`src/rtl/pwr_pkg.sv`:
```
package pwr_pkg;
  typedef enum logic {
    MODE_RMS = 1'b0,
    MODE_MS  = 1'b1
  } pwr_mode_e;
endpackage

```
`src/rtl/pwr_sq_scale.sv`:
```
module pwr_sq_scale #(
  parameter int SAMPLE_W = 12,
  parameter int KEEP_W   = 11
) (
  input  logic signed [SAMPLE_W-1:0] sample_i,
  output logic        [KEEP_W-1:0]   sq_o
);
  localparam int MAG_W = SAMPLE_W - 1;
  localparam int SQ_W  = 2 * MAG_W;

  logic [SAMPLE_W-1:0] abs_v;
  logic [MAG_W-1:0]    mag;
  logic [SQ_W-1:0]     sq_full;

  always_comb begin
    abs_v = sample_i[SAMPLE_W-1] ? (~sample_i + 1'b1) : sample_i;
    // the most negative code folds onto the largest positive magnitude
    mag = abs_v[SAMPLE_W-1] ? {MAG_W{1'b1}} : abs_v[MAG_W-1:0];
    sq_full = SQ_W'(mag) * SQ_W'(mag);
    sq_o = sq_full[SQ_W-1 -: KEEP_W];
  end
endmodule

```
`src/rtl/pwr_window_acc.sv`:
```
module pwr_window_acc #(
  parameter int KEEP_W = 11,
  parameter int ACC_W  = 24,
  parameter int PER_W  = 24
) (
  input  logic              clk,
  input  logic              rst_n,
  input  logic              en_i,
  input  logic              mode_i,
  input  logic [PER_W-1:0]  period_i,
  input  logic              in_valid_i,
  input  logic [KEEP_W-1:0] sq_i,
  output logic [ACC_W-1:0]  acc_o,
  output logic [ACC_W-1:0]  snap_o,
  output logic              snap_mode_o,
  output logic              win_end_o
);
  logic              active_q, active_d;
  logic [PER_W-1:0]  timer_q, timer_d;
  logic [ACC_W-1:0]  acc_q, acc_d;
  logic [ACC_W-1:0]  snap_q, snap_d;
  logic              smode_q, smode_d;
  logic              wend_q, wend_d;
  logic [ACC_W:0]    sum_ext;
  logic [ACC_W-1:0]  sum_sat;

  always_comb begin
    sum_ext = {1'b0, acc_q} + (ACC_W+1)'(sq_i);
    sum_sat = sum_ext[ACC_W] ? {ACC_W{1'b1}} : sum_ext[ACC_W-1:0];

    active_d = active_q;
    timer_d  = timer_q;
    acc_d    = acc_q;
    snap_d   = snap_q;
    smode_d  = smode_q;
    wend_d   = 1'b0;

    if (!en_i) begin
      active_d = 1'b0;
      timer_d  = '0;
      acc_d    = '0;
    end else if (!active_q) begin
      active_d = 1'b1;
      timer_d  = period_i;
      acc_d    = '0;
    end else if (in_valid_i) begin
      if (timer_q == PER_W'(1)) begin
        snap_d  = sum_sat;
        smode_d = mode_i;
        wend_d  = 1'b1;
        acc_d   = '0;
        timer_d = period_i;
      end else begin
        acc_d   = sum_sat;
        timer_d = timer_q - 1'b1;
      end
    end
  end

  always_ff @(posedge clk or negedge rst_n) begin
    if (!rst_n) begin
      active_q <= 1'b0;
      timer_q  <= '0;
      acc_q    <= '0;
      snap_q   <= '0;
      smode_q  <= 1'b0;
      wend_q   <= 1'b0;
    end else begin
      active_q <= active_d;
      timer_q  <= timer_d;
      acc_q    <= acc_d;
      snap_q   <= snap_d;
      smode_q  <= smode_d;
      wend_q   <= wend_d;
    end
  end

  assign acc_o       = acc_q;
  assign snap_o      = snap_q;
  assign snap_mode_o = smode_q;
  assign win_end_o   = wend_q;
endmodule

```
`src/rtl/pwr_isqrt.sv`:
```
module pwr_isqrt #(
  parameter int RAD_W = 24
) (
  input  logic                 clk,
  input  logic                 rst_n,
  input  logic                 clear_i,
  input  logic                 start_i,
  input  logic [RAD_W-1:0]     rad_i,
  output logic [RAD_W/2-1:0]   root_o,
  output logic                 busy_o,
  output logic                 done_o
);
  localparam int ROOT_W = RAD_W / 2;
  localparam int REM_W  = ROOT_W + 3;
  localparam int CNT_W  = $clog2(ROOT_W + 1);

  logic [RAD_W-1:0]  rad_q, rad_d;
  logic [REM_W-1:0]  rem_q, rem_d;
  logic [ROOT_W-1:0] root_q, root_d;
  logic [CNT_W-1:0]  cnt_q, cnt_d;
  logic              busy_q, busy_d;
  logic              done_q, done_d;
  logic [REM_W-1:0]  rem_sh, trial;

  always_comb begin
    rem_sh = {rem_q[REM_W-3:0], rad_q[RAD_W-1 -: 2]};
    trial  = {1'b0, root_q, 2'b01};

    rad_d  = rad_q;
    rem_d  = rem_q;
    root_d = root_q;
    cnt_d  = cnt_q;
    busy_d = busy_q;
    done_d = 1'b0;

    if (clear_i) begin
      busy_d = 1'b0;
      cnt_d  = '0;
    end else if (start_i) begin
      rad_d  = rad_i;
      rem_d  = '0;
      root_d = '0;
      cnt_d  = CNT_W'(ROOT_W);
      busy_d = 1'b1;
    end else if (busy_q) begin
      rad_d = {rad_q[RAD_W-3:0], 2'b00};
      if (rem_sh >= trial) begin
        rem_d  = rem_sh - trial;
        root_d = {root_q[ROOT_W-2:0], 1'b1};
      end else begin
        rem_d  = rem_sh;
        root_d = {root_q[ROOT_W-2:0], 1'b0};
      end
      cnt_d = cnt_q - 1'b1;
      if (cnt_q == CNT_W'(1)) begin
        busy_d = 1'b0;
        done_d = 1'b1;
      end
    end
  end

  always_ff @(posedge clk or negedge rst_n) begin
    if (!rst_n) begin
      rad_q  <= '0;
      rem_q  <= '0;
      root_q <= '0;
      cnt_q  <= '0;
      busy_q <= 1'b0;
      done_q <= 1'b0;
    end else begin
      rad_q  <= rad_d;
      rem_q  <= rem_d;
      root_q <= root_d;
      cnt_q  <= cnt_d;
      busy_q <= busy_d;
      done_q <= done_d;
    end
  end

  assign root_o = root_q;
  assign busy_o = busy_q;
  assign done_o = done_q;
endmodule

```
`src/rtl/pwr_msq_integrator.sv`:
```
module pwr_msq_integrator
  import pwr_pkg::*;
#(
  parameter int SAMPLE_W = 12,
  parameter int KEEP_W   = 11,
  parameter int ACC_W    = 24,
  parameter int PER_W    = 24,
  parameter int RES_W    = 20
) (
  input  logic                       clk,
  input  logic                       rst_n,
  input  logic                       en_i,
  input  logic                       mode_i,
  input  logic [PER_W-1:0]           period_i,
  input  logic                       in_valid_i,
  input  logic signed [SAMPLE_W-1:0] in_sample_i,
  output logic [RES_W-1:0]           result_o,
  output logic                       res_valid_o
);
  localparam int ROOT_W = ACC_W / 2;

  logic             rst_meta_q, rst_sync_q;
  logic [KEEP_W-1:0] sq;
  logic [ACC_W-1:0] acc_mon, snap;
  logic             snap_mode, win_end;
  logic [ROOT_W-1:0] root;
  logic             root_busy, root_done, root_start;
  logic [RES_W-1:0] ms_fmt, rms_fmt;
  logic [RES_W-1:0] res_q, res_d;
  logic             rv_q, rv_d;

  // asynchronous assertion, synchronous release
  always_ff @(posedge clk or negedge rst_n) begin
    if (!rst_n) begin
      rst_meta_q <= 1'b0;
      rst_sync_q <= 1'b0;
    end else begin
      rst_meta_q <= 1'b1;
      rst_sync_q <= rst_meta_q;
    end
  end

  pwr_sq_scale #(.SAMPLE_W(SAMPLE_W), .KEEP_W(KEEP_W)) u_sq (
    .sample_i (in_sample_i),
    .sq_o     (sq)
  );

  pwr_window_acc #(.KEEP_W(KEEP_W), .ACC_W(ACC_W), .PER_W(PER_W)) u_acc (
    .clk         (clk),
    .rst_n       (rst_sync_q),
    .en_i        (en_i),
    .mode_i      (mode_i),
    .period_i    (period_i),
    .in_valid_i  (in_valid_i),
    .sq_i        (sq),
    .acc_o       (acc_mon),
    .snap_o      (snap),
    .snap_mode_o (snap_mode),
    .win_end_o   (win_end)
  );

  assign root_start = en_i && win_end && (pwr_mode_e'(snap_mode) == MODE_RMS);

  pwr_isqrt #(.RAD_W(ACC_W)) u_root (
    .clk     (clk),
    .rst_n   (rst_sync_q),
    .clear_i (!en_i),
    .start_i (root_start),
    .rad_i   (snap),
    .root_o  (root),
    .busy_o  (root_busy),
    .done_o  (root_done)
  );

  generate
    if (ACC_W > RES_W) begin : g_ms_trunc
      assign ms_fmt = snap[ACC_W-1 -: RES_W];
    end else begin : g_ms_ext
      assign ms_fmt = RES_W'(snap);
    end
    if (RES_W > ROOT_W) begin : g_rms_ext
      assign rms_fmt = RES_W'(root);
    end else begin : g_rms_trunc
      assign rms_fmt = root[ROOT_W-1 -: RES_W];
    end
  endgenerate

  always_comb begin
    res_d = res_q;
    rv_d  = 1'b0;
    if (en_i) begin
      if (win_end && (pwr_mode_e'(snap_mode) == MODE_MS)) begin
        res_d = ms_fmt;
        rv_d  = 1'b1;
      end else if (root_done) begin
        res_d = rms_fmt;
        rv_d  = 1'b1;
      end
    end
  end

  always_ff @(posedge clk or negedge rst_sync_q) begin
    if (!rst_sync_q) begin
      res_q <= '0;
      rv_q  <= 1'b0;
    end else begin
      res_q <= res_d;
      rv_q  <= rv_d;
    end
  end

  assign result_o    = res_q;
  assign res_valid_o = rv_q;
endmodule

```
`config.mk`:
```
export PLATFORM = sky130hd
export DESIGN_NAME = pwr_msq_integrator
export DESIGN_NICKNAME = d
export VERILOG_FILES = /design/src/rtl/pwr_pkg.sv /design/src/rtl/pwr_sq_scale.sv /design/src/rtl/pwr_window_acc.sv /design/src/rtl/pwr_isqrt.sv /design/src/rtl/pwr_msq_integrator.sv
export SDC_FILE = /design/constraint.sdc
export NUM_CORES = 1
export LEC_CHECK = 0
export BUFFER_PORTS_ARGS = -buffer_cell sky130_fd_sc_hd__buf_2
export CORE_AREA = 2 2 149 166
export DETAILED_ROUTE_END_ITERATION = 7
export DIE_AREA = 0 0 151 168
export PLACE_DENSITY = 0.69
export SYNTH_ARGS = -nofsm -noshare
export SYNTH_HDL_FRONTEND = slang
export SYNTH_SLANG_ARGS = --single-unit
```
`constraint.sdc`:
```
create_clock -name clk -period 4.5 [get_ports clk]
set_clock_uncertainty 0.15 [all_clocks]
set_input_delay 0.45 -clock clk [delete_from_list [all_inputs] [get_ports clk]]
set_output_delay 0.45 -clock clk [all_outputs]
set_load 0.05 [all_outputs]
```
== Yosys cells after proc, flatten, opt, wreduce, memory -nomap -nowiden ==
Cells that the tools add are included.

* Flip-flop bits (word level): 153
* Bits of input ports: 41
* Logic and storage cells: 77

* $add $sub $neg: 5
* Multipliers: 1
* Order comparisons: 1
* Eq/ne operators: 4
* Mux-type cells: 40
* Bitwise logic cells: 2
* Reduce and logical (&&, ||, !) cells: 8

{| class="wikitable"
|+ Operator list
! operator !! number
|-
| 2-to-1 mux 24 bit || 11
|-
| 2-to-1 mux 20 bit || 2
|-
| 2-to-1 mux 13 bit || 3
|-
| 2-to-1 mux 12 bit || 3
|-
| adder 24 x 11 -> 25 bit || 1
|-
| == test 24 x 1 -> 1 bit, second input constant || 1
|-
| subtractor 24 x 1 -> 24 bit, second input constant || 1
|-
| multiplier 11 x 11 -> 22 bit || 1
|-
| 2-to-1 mux 1 bit || 17
|-
| >= comparator 15 x 14 -> 1 bit || 1
|-
| subtractor 13 bit || 1
|-
| adder 12 x 1 -> 12 bit, second input constant || 1
|-
| 2-to-1 mux 4 bit || 3
|-
| NOT 12 bit || 1
|-
| 2-to-1 mux 11 bit || 1
|-
| == test 4 x 1 -> 1 bit, second input constant || 1
|-
| AND reduction 2 bit || 2
|-
| AND reduction 4 bit || 1
|-
| nonzero test 2 bit || 2
|-
| subtractor 4 x 1 -> 4 bit, second input constant || 1
|-
| logical AND 1 bit || 3
|-
| inequality test 3 x 1 -> 1 bit, second input constant || 1
|-
| inequality test 3 bit, second input constant || 1
|-
| NOT 1 bit || 1
|}

== Depth between registers and ports, before layout ==
* Depth in word-level cells: 11
* Mapped depth: 37
* Depth with buffers taken out: 35

== Cells and area by module ==
From an unflattened synthesis, not the netlist that was laid out.

* Cells, all modules: 1329
* Area, all modules: 11940.2 um^2

{| class="wikitable"
|+ Modules (own cells, without submodules)
! module !! instances !! cells each !! area each (um^2)
|-
| pwr_window_acc || 1 || 513 || 4410.5
|-
| pwr_sq_scale || 1 || 425 || 3477.1
|-
| pwr_isqrt || 1 || 324 || 3035.4
|-
| pwr_msq_integrator || 1 || 67 || 1017.2
|}

== Worst setup path after synthesis ==
No wires, ideal clock.

* Kind: input-to-reg
* From: input port in_sample_i[0]
* To: register u_acc.snap_q[21], in the netlist u_acc.snap_o[21]
* Arrival: 7800 ps
* Data required time: 4209 ps
* Setup slack: -3591 ps
* Stages: 35
* Path buffers: 1
* Cell sequence: inv_1 > ha_1 > nand2b_1 > o41ai_1 > xor2_1 > nor2b_1 > inv_1 > nand2_1 > inv_1 > fa_1 > fa_1 > inv_1 > fa_1 > inv_1 > fa_1 > inv_1 > fa_1 > inv_1 > ha_1 > a21oi_1 > nand2_1 > o21ai_0 > a21oi_1 > a311o_1 > a21oi_1 > xnor2_1 > ha_1 > o211ai_1 > o21ai_0 > o211ai_1 > nand2_1 > and2_1 > buf_2 > nor3_1 > a21oi_1

* Longest elaborated chain between the ends: 7

{| class="wikitable"
|+ Ends and longest elaborated chain
! item !! RTL line !! source
|-
| start, declared || pwr_msq_integrator.sv:16 || <nowiki>input logic signed [SAMPLE_W-1:0] in_sample_i,</nowiki>
|-
| NOT 12 bit || pwr_sq_scale.sv:16 || <nowiki>abs_v = sample_i[SAMPLE_W-1] ? (~sample_i + 1'b1) : sample_i;</nowiki>
|-
| adder 12 x 1 -> 12 bit || pwr_sq_scale.sv:16 ||
|-
| 2-to-1 mux 12 bit * || pwr_sq_scale.sv:16 ||
|-
| 2-to-1 mux 11 bit * || pwr_sq_scale.sv:18 || <nowiki>mag = abs_v[SAMPLE_W-1] ? {MAG_W{1'b1}} : abs_v[MAG_W-1:0];</nowiki>
|-
| multiplier 11 x 11 -> 22 bit * || pwr_sq_scale.sv:19 || <nowiki>sq_full = SQ_W'(mag) * SQ_W'(mag);</nowiki>
|-
| adder 24 x 11 -> 25 bit * || pwr_window_acc.sv:28 || <nowiki>sum_ext = {1'b0, acc_q} + (ACC_W+1)'(sq_i);</nowiki>
|-
| 2-to-1 mux 24 bit * || pwr_window_acc.sv:29 || <nowiki>sum_sat = sum_ext[ACC_W] ? {ACC_W{1'b1}} : sum_ext[ACC_W-1:0];</nowiki>
|-
| end signal, assigned || pwr_window_acc.sv:72 || <nowiki>snap_q <= snap_d;</nowiki>
|-
| end, declared || pwr_window_acc.sv:21 || <nowiki>logic [ACC_W-1:0] snap_q, snap_d;</nowiki>
|}

Every way passes the cells marked *; elsewhere a longest branch is shown, timed or not.
A chain may end at the register's enable or synchronous reset.

== Final worst setup path ==
* From: input port in_sample_i[6]
* To: register u_acc.snap_q[23], in the netlist u_acc.snap_o[23]

The elaborated chain is that of the path after synthesis.

==> flow_summary_export.csv <==
group,metric,value,unit
grt,grt.total_usage,0.243,
synthesis,ys_warn_count,0,
die,dieArea,25400,sq um
die,initial_core_util,0.488,
routing,drc,0,
worst_setup_path,critPathMostFrequentCell,"fa_1",
synthesis,yosysSeqAreaShare,0.329,
clock_network,clock-root-buffer,"clkbuf_16",
sta,whs,0.124,ns
synthesis,synth_area,11700,sq um
die,core-area,23900,sq um
worst_setup_path,arrival,7.49,ns
sta,worst_pin_slew,1.15,ns
placed_design,pre_cts_ws,-3.48,ns
synthesis,synth_common_cells,"nand2_1, dfrtp_1, inv_1, nor2_1, o21ai_0",
placed_design,hpwlAfterDp,21.2,mm
sta,hold_viol_final,0,
synthesis,synth_fp_nets,1557,
clock_network,cts_buffer_depth,2,
synthesis,netlist_top_cells_area,"dfrtp_1, fa_1, ha_1",
worst_hold_path,hold_path_depth,3,
routing,finalWirelength,30.1,mm
die,ios,62,
final_layout,drive_gt1_frac,0.273,
synthesis,yosysMostFrequentCell,"nand2_1",
sta,layout_min_cycle_time,7.34,ns
worst_setup_path,crit_type,"in2reg",
power_and_ir_drop,peakVddDrop,1.30,mV
clock_network,clkLatencyLatePin,0.43,ns
final_layout,n_antenna_cell,0,
power_and_ir_drop,p_leak,7.35,nW
synthesis,async_reset_ff_frac,1.00,
synthesis,ys_types,69,
die,die_height,168,um
sta,slew_headroom,0.229,
routing,dr.pass1.iters,5,
worst_setup_path,required,4.66,ns
final_layout,nFillCells,1958,
synthesis,synth_seq_cells,153,
sta,report.final.slew_viol_count,0,
synthesis,yosysTopAreaCellShare,0.329,
final_layout,area_growth,29.1,%
grt,grt_overflow_total,0,
worst_setup_path,critPathCaptureType,"flop",
grt,grt_start_max_net_pins,81,
placed_design,gp_congestion,0.908,
job,maxCapViolations,0,
worst_setup_path,r2r_cells,8,
synthesis,synth_edf_count,0,
sta,setup_viol,48,
die,die_width,151,um
grt,antenna_found_initial,0,
placed_design,port_buffers,61,
clock_network,cts_tree,"yes",
sta,rsz0062_at_grt,"true",
routing,via_per_inst,5.62,
grt,grt_pass1_vias,10327,
worst_setup_path,critPathMaxStageDelay,0.52,ns
synthesis,synth.avg_cell_area,8.49,sq um
worst_setup_path,worstSetupStartpointType,"primary input",
final_layout,fin_area,15000,sq um
clock_network,clkSinkCount,153,
worst_setup_path,crit_fanout,5,
die,fp-row-count,60,
run_status,status,"finished with violations",
synthesis,synth_cells,1373,
sta,fin_ws,-2.84,ns
routing,vias,10552,
clock_network,cts_buffers,17,
run_status,violations,"setup timing",
routing,ant_nets,0,
clock_network,cts.htree.levels,4,
synthesis,synth_top_flop_cell,"dfrtp_1",
synthesis,synth_top_cell_by_area,"dfrtp_1",
power_and_ir_drop,power,13.2,mW
routing,wl_per_cell,16.0,um
clock_network,cts.reportedPaths.clkPinSlew,0.06,ns
final_layout,fin_nets,1742,
worst_hold_path,min-delay-path-class,"in2reg",
power_and_ir_drop,p_per_area,877,nW/um^2
sta,post-route-period-util,1.63,
sta,setup_tns,-129.59,ns
sta,fmax,0.136,GHz
placed_design,dpl_cell_area,13500,sq um
grt,grt_pass1_wl,49.8,mm
routing,drt_iter0_markers,823,
worst_setup_path,slowest_stage,"fa_1",
## flip-flops by register name, indices dropped and copies added (netlist names)
name	count
u_acc.acc_o	24
u_acc.win_end_o	1
u_root.busy_o	1
u_root.rem_q	13
result_o	20
rst_sync_q	1
u_acc.snap_o	24
rst_meta_q	1
u_acc.snap_mode_o	1
u_root.cnt_q	4
u_acc.active_q	1
u_root.done_o	1
u_root.rad_q	24
res_valid_o	1
u_acc.timer_q	24
u_root.root_o	12
## cells by family after synthesis
logic type,count (synthesis),synth area share
simple gates,490,0.191
compound gates,324,0.167
buf+inv,194,0.0647
flops,153,0.329
fa+ha+maj,143,0.195
xor+xnor,48,0.0361
mux,20,0.0174
other cells,1,0.000322
## cell type report
type,count,area [sq um],share of cell area
multi-input cells,1026,8040,0.534
flip-flops and latches,153,3830,0.255
repair buffers,226,1660,0.111
inverters,134,527,0.0350
clock buffers,19,453,0.0301
well taps,310,388,0.0258
clock inverters,11,148,0.00981
## worst max-delay path: cells and delay by family
family | cells | cell delay [ns]
buf+inv | 9 | 0.88
compound gates | 7 | 1.40
simple gates | 9 | 1.38
fa+ha+maj | 7 | 2.80
xor+xnor | 3 | 0.55
## routing by layer
metal / up-vias / GRT usage / share of wire
met2: 259 / 0.398 / 0.49
met5: - / 0 / 0
li1: 5043 / - / -
met1: 5217 / 0.341 / 0.45
met4: 0 / 0.0544 / 0.014
met3: 33 / 0.0366 / 0.043
## path summary, 6_finish.rpt
path / from / endpoint / slack, ns
hold / removal: mode_i / u_acc.snap_mode_o / 0.12
max in group asynchronous: rst_sync_q / u_acc.snap_o[4] / 2.91
min in group asynchronous: rst_n / rst_sync_q / 0.18
setup reg to reg: u_acc.timer_q[18] / u_acc.timer_q[2] / 1.30
hold reg to reg: rst_meta_q / rst_sync_q / 0.20
setup / recovery: in_sample_i[6] / u_acc.snap_o[23] / -2.84
## cell usage in the layout, fill, tap and decap left out, types with 8 or more instances in the layout
master,count
a21o_1,11
a21oi_1,79
a21oi_2,14
a22o_1,13
a31oi_1,31
and3_1,13
buf_2,57
buf_4,146
buf_6,18
clkbuf_16,17
dfrtp_1,152
fa_1,61
ha_1,68
inv_1,118
inv_2,10
mux2i_1,16
nand2_1,184
nand2_2,8
nand2b_1,13
nand3_1,13
nand3_2,8
nand4_1,10
nor2_1,113
nor2_2,8
nor2_4,13
nor3_1,24
o21ai_0,67
o21ai_1,30
o21ai_2,11
or3_1,10
xnor2_1,21
xor2_1,20
## through the flow
step | utilization | cells
after floorplan | - | 1373
after global placement | 0.567 | 1828
after detailed placement | 0.567 | 1828
after CTS | 0.611 | 1870
after global routing | 0.630 | 1879
final | 0.630 | 1879
## report_power, final
part           total, mW  internal, mW  switching [mW]  leakage (nW)
Sequential          1.59          1.49           0.105          2.07
Clock               1.47         0.896           0.577         0.295
Combinational       10.1          4.95            5.18          4.99
Total               13.2          7.33            5.86          7.35
## what timing repair did
item	in CTS	in global routing
endpoints found under the setup margin	48	48
endpoints found under the hold margin	2	0
gates resized for setup	92	86
setup buffers	12	11
pin swaps	72	52
hold buffers	1	0
Note: power is estimated with default switching activity, not from simulation.
